**src/rtl/tpg_pkg.sv**
```systemverilog
package tpg_pkg;
  typedef enum logic [1:0] {
    REG_CSR  = 2'd0,
    REG_DATA = 2'd1,
    REG_THI  = 2'd2,
    REG_TLO  = 2'd3
  } reg_sel_e;

  localparam int CSR_EMPTY_BIT = 0;
  localparam int CSR_FULL_BIT  = 1;
  localparam int CSR_CLR_BIT   = 2;
  localparam int BUS_W         = 8;
endpackage

```
**src/rtl/tpg_timebase.sv**
```systemverilog
module tpg_timebase #(
  parameter int TIME_W = 16
) (
  input  logic              clk_i,
  input  logic              rst_ni,
  input  logic              en_i,
  output logic [TIME_W-1:0] now_o
);
  always_ff @(posedge clk_i or negedge rst_ni) begin
    if (!rst_ni)   now_o <= '0;
    else if (en_i) now_o <= now_o + 1'b1;
  end
endmodule

```
**src/rtl/tpg_fifo.sv**
```systemverilog
module tpg_fifo #(
  parameter int W     = 21,
  parameter int DEPTH = 4
) (
  input  logic         clk_i,
  input  logic         rst_ni,
  input  logic         clr_i,
  input  logic         push_i,
  input  logic [W-1:0] din_i,
  input  logic         pop_i,
  output logic [W-1:0] head_o,
  output logic         empty_o,
  output logic         full_o
);
  localparam int PTR_W = (DEPTH > 1) ? $clog2(DEPTH) : 1;
  localparam int CNT_W = $clog2(DEPTH + 1);

  logic [W-1:0]     mem_q [DEPTH];
  logic [PTR_W-1:0] rd_q, wr_q;
  logic [CNT_W-1:0] cnt_q;
  logic             push_ok, pop_ok;

  function automatic logic [PTR_W-1:0] nxt(input logic [PTR_W-1:0] p);
    return (p == PTR_W'(DEPTH - 1)) ? '0 : p + 1'b1;
  endfunction

  assign full_o  = (cnt_q == CNT_W'(DEPTH));
  assign empty_o = (cnt_q == '0);
  // full is judged before any same-cycle pop
  assign push_ok = push_i && !full_o && !clr_i;
  assign pop_ok  = pop_i && !empty_o && !clr_i;
  assign head_o  = mem_q[rd_q];

  always_ff @(posedge clk_i or negedge rst_ni) begin
    if (!rst_ni) begin
      rd_q  <= '0;
      wr_q  <= '0;
      cnt_q <= '0;
    end else if (clr_i) begin
      rd_q  <= '0;
      wr_q  <= '0;
      cnt_q <= '0;
    end else begin
      if (push_ok) wr_q <= nxt(wr_q);
      if (pop_ok)  rd_q <= nxt(rd_q);
      case ({push_ok, pop_ok})
        2'b10:   cnt_q <= cnt_q + 1'b1;
        2'b01:   cnt_q <= cnt_q - 1'b1;
        default: cnt_q <= cnt_q;
      endcase
    end
  end

  always_ff @(posedge clk_i) begin
    if (push_ok) mem_q[wr_q] <= din_i;
  end

  p_no_overflow_r3: assert property (@(posedge clk_i) disable iff (!rst_ni)
    cnt_q <= CNT_W'(DEPTH));
  p_full_drop_r3: assert property (@(posedge clk_i) disable iff (!rst_ni)
    (full_o && push_i && !pop_i && !clr_i) |=> full_o);
  p_clear_empties_r6: assert property (@(posedge clk_i) disable iff (!rst_ni)
    clr_i |=> empty_o);
endmodule

```
**src/rtl/tpg_chan.sv**
```systemverilog
module tpg_chan
  import tpg_pkg::*;
#(
  parameter int PAT_W  = 5,
  parameter int TIME_W = 16,
  parameter int DEPTH  = 4
) (
  input  logic              clk_i,
  input  logic              rst_ni,
  input  logic [TIME_W-1:0] now_i,
  input  logic              sel_i,
  input  logic              we_i,
  input  reg_sel_e          off_i,
  input  logic [BUS_W-1:0]  wdata_i,
  output logic [BUS_W-1:0]  rdata_o,
  output logic [PAT_W-1:0]  out_o
);
  localparam int HI_W = TIME_W - BUS_W;
  localparam int EW   = PAT_W + TIME_W;

  logic [PAT_W-1:0] data_q;
  logic [HI_W-1:0]  thi_q;
  logic             wr, clr, push, match;
  logic             f_empty, f_full;
  logic [EW-1:0]    head;

  assign wr    = sel_i && we_i;
  assign clr   = wr && (off_i == REG_CSR) && wdata_i[CSR_CLR_BIT];
  assign push  = wr && (off_i == REG_TLO);
  assign match = !f_empty && (head[TIME_W-1:0] == now_i);

  tpg_fifo #(.W(EW), .DEPTH(DEPTH)) u_fifo (
    .clk_i   (clk_i),
    .rst_ni  (rst_ni),
    .clr_i   (clr),
    .push_i  (push),
    .din_i   ({data_q, thi_q, wdata_i}),
    .pop_i   (match),
    .head_o  (head),
    .empty_o (f_empty),
    .full_o  (f_full)
  );

  always_ff @(posedge clk_i or negedge rst_ni) begin
    if (!rst_ni) begin
      data_q <= '0;
      thi_q  <= '0;
      out_o  <= '0;
    end else begin
      if (wr && off_i == REG_DATA) data_q <= wdata_i[PAT_W-1:0];
      if (wr && off_i == REG_THI)  thi_q  <= wdata_i[HI_W-1:0];
      if (match)                   out_o  <= head[EW-1:TIME_W];
    end
  end

  always_comb begin
    rdata_o = '0;
    case (off_i)
      REG_CSR: begin
        rdata_o[CSR_EMPTY_BIT] = f_empty;
        rdata_o[CSR_FULL_BIT]  = f_full;
      end
      REG_DATA: rdata_o[PAT_W-1:0] = out_o;
      default:  rdata_o = '0;
    endcase
  end

  p_clear_keeps_out_r6: assert property (@(posedge clk_i) disable iff (!rst_ni)
    (clr && !match) |=> $stable(out_o));
endmodule

```
**src/rtl/tpg_top.sv**
```systemverilog
module tpg_top
  import tpg_pkg::*;
#(
  parameter int NUM_CH = 3,
  parameter int PAT_W  = 5,
  parameter int TIME_W = 16,
  parameter int DEPTH  = 4,
  localparam int CH_W   = (NUM_CH > 1) ? $clog2(NUM_CH) : 1,
  localparam int ADDR_W = CH_W + 2
) (
  input  logic              clk_i,
  input  logic              rst_ni,
  input  logic              tick_en_i,
  input  logic              we_i,
  input  logic [ADDR_W-1:0] addr_i,
  input  logic [BUS_W-1:0]  wdata_i,
  output logic [BUS_W-1:0]  rdata_o,
  output logic [PAT_W-1:0]  pat_o
);
  logic [TIME_W-1:0] now;
  logic [CH_W-1:0]   ch_idx;
  reg_sel_e          off;
  logic [NUM_CH-1:0] sel;
  logic [BUS_W-1:0]  ch_rdata [NUM_CH];
  logic [PAT_W-1:0]  ch_out   [NUM_CH];

  assign ch_idx = addr_i[ADDR_W-1:2];
  assign off    = reg_sel_e'(addr_i[1:0]);

  tpg_timebase #(.TIME_W(TIME_W)) u_timebase (
    .clk_i  (clk_i),
    .rst_ni (rst_ni),
    .en_i   (tick_en_i),
    .now_o  (now)
  );

  for (genvar c = 0; c < NUM_CH; c++) begin : g_ch
    assign sel[c] = (ch_idx == CH_W'(c));
    tpg_chan #(.PAT_W(PAT_W), .TIME_W(TIME_W), .DEPTH(DEPTH)) u_chan (
      .clk_i   (clk_i),
      .rst_ni  (rst_ni),
      .now_i   (now),
      .sel_i   (sel[c]),
      .we_i    (we_i),
      .off_i   (off),
      .wdata_i (wdata_i),
      .rdata_o (ch_rdata[c]),
      .out_o   (ch_out[c])
    );
  end

  always_comb begin
    rdata_o = '0;
    pat_o   = '0;
    for (int c = 0; c < NUM_CH; c++) begin
      if (sel[c]) rdata_o = ch_rdata[c];
      pat_o = pat_o | ch_out[c];
    end
  end

  p_cnt_hold_r5: assert property (@(posedge clk_i) disable iff (!rst_ni)
    !tick_en_i |=> $stable(now));
  p_cnt_step_r5: assert property (@(posedge clk_i) disable iff (!rst_ni)
    tick_en_i |=> (now == $past(now) + 1'b1));
endmodule

```
**config.mk**
```make
export PLATFORM = sky130hd
export DESIGN_NAME = tpg_top
export DESIGN_NICKNAME = d
export VERILOG_FILES = /design/src/rtl/tpg_pkg.sv /design/src/rtl/tpg_timebase.sv /design/src/rtl/tpg_fifo.sv /design/src/rtl/tpg_chan.sv /design/src/rtl/tpg_top.sv
export SDC_FILE = /design/constraint.sdc
export NUM_CORES = 1
export LEC_CHECK = 0
export BUFFER_PORTS_ARGS = -buffer_cell sky130_fd_sc_hd__buf_4
export CORE_MARGIN = 2
export CORE_UTILIZATION = 55
export CTS_BUF_LIST = sky130_fd_sc_hd__clkbuf_4
export DETAILED_ROUTE_END_ITERATION = 16
export GPL_ROUTABILITY_DRIVEN = 0
export PLACE_DENSITY = 0.72
export SKIP_LAST_GASP = 1
export SYNTH_ARGS = -nofsm -noshare
export SYNTH_HDL_FRONTEND = slang
export SYNTH_HIERARCHICAL = 1
export SYNTH_SLANG_ARGS = --single-unit
```
**constraint.sdc**
```tcl
create_clock -name clk_i -period 10.11 [get_ports clk_i]
set_input_delay 0 -clock clk_i [delete_from_list [all_inputs] [get_ports clk_i]]
set_output_delay 0 -clock clk_i [all_outputs]
set_load 0.1 [all_outputs]
```
==> results of run 1 <==
==> flip-flops by register name, indices dropped and copies added (netlist names) <==
name,cells
g_ch.u_chan/thi_q,24
g_ch.u_chan/u_fifo/rd_q,6
g_ch.u_chan/u_fifo/mem_q,252
g_ch.u_chan/out_o,15
u_timebase/now_o,16
g_ch.u_chan/u_fifo/cnt_q,9
g_ch.u_chan/u_fifo/wr_q,6
g_ch.u_chan/data_q,15
==> cell type report <==
| class | count | area [um2] |
|---|---|---|
| sequential | 343 | 9844 |
| fill | 1857 | 9814 |
| multi-input combinational | 446 | 4476 |
| clock buffer | 135 | 1013 |
| tap | 335 | 419.2 |
| timing repair buffer | 47 | 390.4 |
| clock inverter | 21 | 113.9 |
| inverter | 15 | 56.30 |
| antenna | 2 | 5.005 |
==> layer usage <==
layer	vias up	wire (um)	global-route usage [%]
met3	64	2019	4.940
met4	0	789	9.565
li1	3460	-	-
met5	-	0	0
met2	282	14790	36.12
met1	3937	12180	28.45
==> per-stage QoR <==
step	setup WS, ns	hold slack (ns)	std cells	cell area, um2	power, mW
4_1_cts	5.443	0.02980	1342	16310	3.456
3_3_place_gp	5.602	-0.1042	1171	15040	2.247
5_1_grt	5.090	0.1150	1344	16320	3.582
6_report	5.469	0.08046	1344	16320	3.414
2_1_floorplan	6.308	-0.2956	850	14740	2.153
3_5_place_dp	5.455	-0.09638	1171	15040	2.281
==> how the worst max path moves through the flow <==
stage                                        from                        endpoint  slack, ns  cells past startpoint
global route        g_ch[1].u_chan/u_fifo/rd_q[0]  g_ch[1].u_chan/u_fifo/cnt_q[1]       5.09                     13
finish              g_ch[1].u_chan/u_fifo/rd_q[0]  g_ch[1].u_chan/u_fifo/cnt_q[1]       5.47                     13
CTS                 g_ch[1].u_chan/u_fifo/rd_q[0]  g_ch[1].u_chan/u_fifo/cnt_q[1]       5.44                     13
floorplan           g_ch[0].u_chan/u_fifo/rd_q[0]  g_ch[0].u_chan/u_fifo/cnt_q[1]       6.31                     17
detailed placement  g_ch[1].u_chan/u_fifo/rd_q[0]  g_ch[1].u_chan/u_fifo/cnt_q[1]       5.45                     13
global placement    g_ch[1].u_chan/u_fifo/rd_q[0]  g_ch[1].u_chan/u_fifo/cnt_q[1]       5.60                     13
==> cells by family after synthesis <==
| group | after synthesis |
|---|---|
| flip-flops | 343 |
| other | 3 |
| XOR/XNOR | 74 |
| AND/OR/NAND/NOR | 159 |
| buffers and inverters | 61 |
| AO/OA/AOI/OAI | 49 |
| multiplexers | 138 |
| adder cells (fa/ha/maj) | 17 |
==> what timing repair did <==
| action | CTS | global route |
|---|---|---|
| endpoints found under the hold margin | 260 | 0 |
| hold buffers | 15 | 0 |
| gates resized for setup | 0 | 0 |
==> worst max-delay path, delay by kind of cell, from the launching register on <==
| family | cells | cell delay (ns) |
|---|---|---|
| flops | 1 | 0.66 |
| mux | 1 | 0.55 |
| fa+ha+maj | 1 | 0.50 |
| xor+xnor | 1 | 0.15 |
| compound gates | 4 | 0.49 |
| simple gates | 4 | 1.45 |
| buf+inv | 2 | 0.73 |
==> Yosys cell counts (all sizes together) (8+ instances only) <==
library cell / count / area share, %
inv: 15 / 0.38
nor2: 40 / 1.0
buf: 40 / 2.3
mux2i: 18 / 1.2
o21ai: 17 / 0.78
mux4: 63 / 9.8
nor3: 10 / 0.41
xnor2: 26 / 1.5
nand3: 18 / 0.61
and2: 23 / 0.98
o2bb2ai: 8 / 0.48
nand2: 21 / 0.54
edfxtp: 252 / 51
dfrtp: 91 / 15
ha: 14 / 1.2
mux2: 57 / 4.7
xor2: 48 / 2.9
==> report_power, final <==
| part | leakage, nW | internal, mW | switching (mW) | total, mW |
|---|---|---|---|---|
| sequential | 3.44 | 1.64 | 0.157 | 1.80 |
| combinational | 2.05 | 0.239 | 0.217 | 0.456 |
| clock | 0.683 | 0.633 | 0.529 | 1.16 |
| total | 6.17 | 2.51 | 0.903 | 3.41 |
==> flow_summary_export.csv, run 1 <==
group,metric,value,unit
run_status,outcome,"finished, violations left",
run_status,violations,"slew limit",
setup_path,path_cells,"buf_4 -> mux4_2 -> xor2_1 -> nor4_1 -> nand3_1 -> or4_1 -> inv_1 -> o21ai_2 -> nor3b_1 -> fa_1 -> o311ai_0 -> a21oi_1 -> o21a_1",
logic_synthesis,yosys-mux-area-fraction,15.76,%
clock_network,cts_buffers,85,
sta,maxSlewHeadroom,-31.86,%
logic_synthesis,synth_edf_count,252,
route,drc_errors,0,
setup_path,start_kind,"register",
layout,mostFrequentLayoutCells,"252 x edfxtp_1, 135 x clkbuf_4, 91 x dfrtp_1",
logic_synthesis,synth_adder_area_share,1.598,%
route,ant_nets,0,
logic_synthesis,netlist_area,14720,um2
worst_hold_path,worst_hold_path.endpoint,"g_ch[0].u_chan/data_q[4]",
layout,fin_util,62.44,%
route,drt-total-wl,29780,um
floorplanning,dieWidth,167.6,um
logic_synthesis,synth_cell_types,59,
route,via_per_inst,5.761,
setup_path,r2r_end,"g_ch[1].u_chan/u_fifo/cnt_q[1]",
global_route,grt_antenna_before_repair,2,
clock_network,cts_root_buffer,"clkbuf_4",
route,wl_per_cell,22.15,um
setup_path,cp_data_required_time,10.67,ns
worst_hold_path,hp-class,"in2reg",
sta,tightest_slew,1.980,ns
run,maxCapViolCount,0,
global_route,grt_max_degree,75,
sta,setup_viol,0,
sta,final.setup.tns,0,ns
global_route,grt-ovfl-total,0,
route,initialDrtViolationCount,703,
layout,syn_to_final_growth,10.86,%
clock_network,post_cts_buffers,0,
logic_synthesis,synth_top_family_by_area,"multiplexers",
worst_hold_path,hold_depth,4,
power_and_ir_drop,power_density,209.2,nW/um2
logic_synthesis,ys_ff_latch,343,
floorplanning,die_area,28090,um2
floorplanning,die_h,167.6,um
place,hpwl,18340,um
setup_path,slowest_delay,0.66,ns
logic_synthesis,yosys.area_share.simple,5.967,%
route,num_vias,7743,
place,numPortBuffers,25,
clock_network,tritoncts,"done",
floorplanning,num_io_pins,29,
setup_path,cp_max_fo,14,
setup_path,path_class,"reg2reg",
setup_path,r2r-start,"g_ch[1].u_chan/u_fifo/rd_q[0]",
setup_path,worst_r2r_path_depth,13,
clock_network,clockBufferDepth,3,
logic_synthesis,synth_ff_type,"edfxtp_1",
sta,period_needed,4.641,ns
sta,final_max_slew_viol_count,3,
clock_network,clock_latency,0.68,ns
sta,hold_violations,0,
logic_synthesis,synthCells,844,
logic_synthesis,synthXorXnorAreaFrac,4.403,%
logic_synthesis,async_reset_ff_share,26.53,%
clock_network,clk_pin_slew,0.08,ns
logic_synthesis,yosysWarnings,6,
setup_path,reg2reg_slack,5.47,ns
worst_hold_path,hold_start,"addr_i[3]",
logic_synthesis,synth-compound-area-share,2.448,%
setup_path,slowest_stage,"dfrtp_1",
layout,fin_nets,971,
power_and_ir_drop,power_leakage,6.167,nW
sta,clock_skew,0.03069,ns
clock_network,cts_htree_levels,3,
logic_synthesis,yosysSeqAreaShare,66.88,%
global_route,grt_util_all_layers,21.96,%
global_route,grt_pass1_vias,8347,
global_route,grt_pass1_wl,46420,um
setup_path,crit_path_end_kind,"register",
route,drt-pass1-iter-count,5,
floorplanning,coreArea,26130,um2
logic_synthesis,syn-mean-instance-area,17.44,um2
sta,post-route-period-util,45.91,%
power_and_ir_drop,ir_drop,0.1212,mV
sta,fmax,0.2155,GHz
layout,layout_commonest_cell,"edfxtp_1",
layout,drive_gt1_share,29.59,%
floorplanning,start_util,56.32,%
clock_network,cts.sinks,343,
setup_path,crit_arrival,5.20,ns
floorplanning,num_rows,59,
sta,rsz0062_at_grt,"no",
(Power assumes the default switching activity.)
==> run 2, diff against run 1 <==
- PLACE_DENSITY: 0.72 -> 0.75
- clock period: 10.11 -> 3.9 ns (I/O delays scaled with it)
==> run 2 against run 1 <==
Effect of this change: the flow still finishes with violations (slew limit); sequential share of layout area shrank 1.2 points; first-iteration DRC count shrank 6.5%; global-route usage shrank 0.60 points; worst hold slack gained 0.026 ns; design area grew 2.0%; non-clock buffer count grew 33; highest routed layer unchanged; clock skew grew 0.020 ns; critical path depth is the same; combinational power grew to 2.8 times the previous value; register-to-register slack lost 5.2 ns; largest cell class unchanged; clock-buffer cell count shrank 7.
==> flow_summary_export.csv, run 2 (synthesized netlist as in run 1, its figures left out) <==
group,metric,value,unit
sta,tightest_slew,1.990,ns
clock_network,cts.sinks,343,
setup_path,slowest_delay,0.59,ns
setup_path,slowest_stage,"mux4_1",
route,drc_errors,0,
setup_path,path_cells,"buf_6 -> mux4_1 -> xor2_1 -> nor4_1 -> nand3_1 -> or4_1 -> inv_1 -> o21ai_2 -> nor3b_1 -> fa_1 -> o311ai_0 -> a21oi_1 -> o21a_1",
setup_path,crit_arrival,4.17,ns
setup_path,worst_r2r_path_depth,13,
run,maxCapViolCount,0,
sta,final_max_slew_viol_count,3,
route,via_per_inst,5.641,
floorplanning,die_h,167.6,um
layout,layout_commonest_cell,"edfxtp_1",
clock_network,cts_root_buffer,"clkbuf_4",
setup_path,crit_end,"g_ch[1].u_chan/u_fifo/cnt_q[1]",
layout,syn_to_final_growth,13.04,%
layout,top_regs,"g_ch.u_chan/u_fifo/mem_q (252), g_ch.u_chan/thi_q (24), u_timebase/now_o (16)",
route,drt-pass1-iter-count,5,
place,numPortBuffers,25,
route,wl_per_cell,21.11,um
run_status,violations,"slew limit",
sta,maxSlewHeadroom,-32.51,%
global_route,grt_max_degree,37,
floorplanning,coreArea,26130,um2
sta,setup_viol,0,
clock_network,cts_buffers,86,
layout,regMostFlops,"g_ch.u_chan/u_fifo/mem_q",
layout,drive_gt1_share,31.41,%
sta,period_needed,3.608,ns
setup_path,reg2reg_slack,0.29,ns
power_and_ir_drop,power_density,535.3,nW/um2
layout,mostFrequentLayoutCells,"252 x edfxtp_1, 128 x clkbuf_4, 91 x dfrtp_1",
layout,fin_nets,1005,
global_route,grt_antenna_before_repair,1,
layout,largest_register_ffs,252,
setup_path,cp_max_fo,11,
run_status,outcome,"finished, violations left",
route,initialDrtViolationCount,657,
sta,post-route-period-util,92.52,%
place,placed_area,15290,um2
global_route,grt_pass1_wl,44710,um
clock_network,post_cts_buffers,0,
clock_network,tritoncts,"done",
setup_path,r2r_end,"g_ch[1].u_chan/u_fifo/cnt_q[1]",
floorplanning,num_io_pins,29,
floorplanning,dieWidth,167.6,um
clock_network,clockBufferDepth,3,
floorplanning,start_util,56.32,%
floorplanning,num_rows,59,
clock_network,cts_htree_levels,3,
worst_hold_path,hp-class,"in2reg",
route,num_vias,7767,
setup_path,startpoint,"g_ch[1].u_chan/u_fifo/rd_q[0]",
sta,hold_violations,0,
power_and_ir_drop,ir_drop,0.2404,mV
floorplanning,die_area,28090,um2
setup_path,start_kind,"register",
sta,fmax,0.2771,GHz
place,hpwl,17520,um
global_route,grt-ovfl-total,0,
route,drt-total-wl,29060,um
global_route,grt_util_all_layers,21.36,%
layout,design_area,16640,um2
global_route,grt_pass1_vias,7928,
sta,final.setup.tns,0,ns
clock_network,clock_latency,0.72,ns
setup_path,path_class,"reg2reg",
sta,rsz0062_at_grt,"no",
setup_path,cp_data_required_time,4.46,ns
setup_path,r2r-start,"g_ch[1].u_chan/u_fifo/rd_q[0]",
power_and_ir_drop,power_leakage,6.349,nW
route,ant_nets,0,
setup_path,crit_path_end_kind,"register",
sta,clock_skew,0.05027,ns
clock_network,clk_pin_slew,0.08,ns
layout,fin_util,63.67,%
layout,fillers,1896,
==> run 2: layout make-up <==
cell class                 instances  area (um2)  area share, %
clock inverter                    29       177.7          1.068
tap                              335       419.2          2.519
timing repair buffer              80       695.7          4.181
inverter                          15       56.30         0.3384
antenna                            1       2.502        0.01504
sequential                       343        9844          59.17
clock buffer                     128       960.9          5.775
multi-input combinational        446        4482          26.94
==> run 2: metrics by stage <==
step / total power, mW / hold WS (ns) / cells / setup slack, ns
6_report: 8.906 / 0.1061 / 1377 / 0.2917
4_1_cts: 9.003 / 0.04883 / 1376 / 0.2014
2_1_floorplan: 5.582 / -0.2956 / 850 / 0.09787
3_5_place_dp: 5.942 / 0.2174 / 1201 / 0.1629
3_3_place_gp: 5.900 / 0.2175 / 1201 / 0.2653
5_1_grt: 9.363 / 0.07451 / 1377 / 0.02627
==> run 2: power breakdown <==
part | total, mW | leakage [nW] | switching [mW] | internal [mW]
Clock | 3.03 | 0.678 | 1.38 | 1.64
Combinational | 1.28 | 2.23 | 0.625 | 0.660
Sequential | 4.60 | 3.44 | 0.345 | 4.25
==> run 2: timing repair <==
| item | 4_1_cts | 5_1_grt |
|---|---|---|
| hold endpoints to repair | 234 | 0 |
| hold buffers | 18 | 0 |
| setup endpoints to repair | 0 | 3 |
| gates resized for setup | 0 | 3 |
==> run 2: how the worst min path moves through the flow <==
stage               from                       end  slack, ns  cells past startpoint
6_report       tick_en_i       u_timebase/now_o[0]       0.11                      3
5_1_grt        tick_en_i       u_timebase/now_o[0]       0.07                      3
4_1_cts        tick_en_i       u_timebase/now_o[0]       0.05                      3
3_5_place_dp      rst_ni   g_ch[1].u_chan/thi_q[1]       0.22                      1
3_3_place_gp      rst_ni   g_ch[1].u_chan/thi_q[1]       0.22                      1
2_1_floorplan     rst_ni  g_ch[0].u_chan/data_q[0]      -0.30                      0
==> run 2: critical path: cells and delay by family, from the launching register on <==
family | cells | cell delay (ns)
and+or+nand+nor | 4 | 1.11
muxes | 1 | 0.59
adders and majority gates | 1 | 0.47
AOI/OAI and AO/OA | 4 | 0.46
DFF | 1 | 0.38
buffers and inverters | 2 | 0.31
xor gates and xnor gates | 1 | 0.16
==> run 2: routing by layer <==
layer | wire length (um) | global-route usage, %
met1 | 12690 | 29.13
met2 | 14130 | 34.13
met3 | 1701 | 5.152
met4 | 539 | 7.561
met5 | 0 | 0
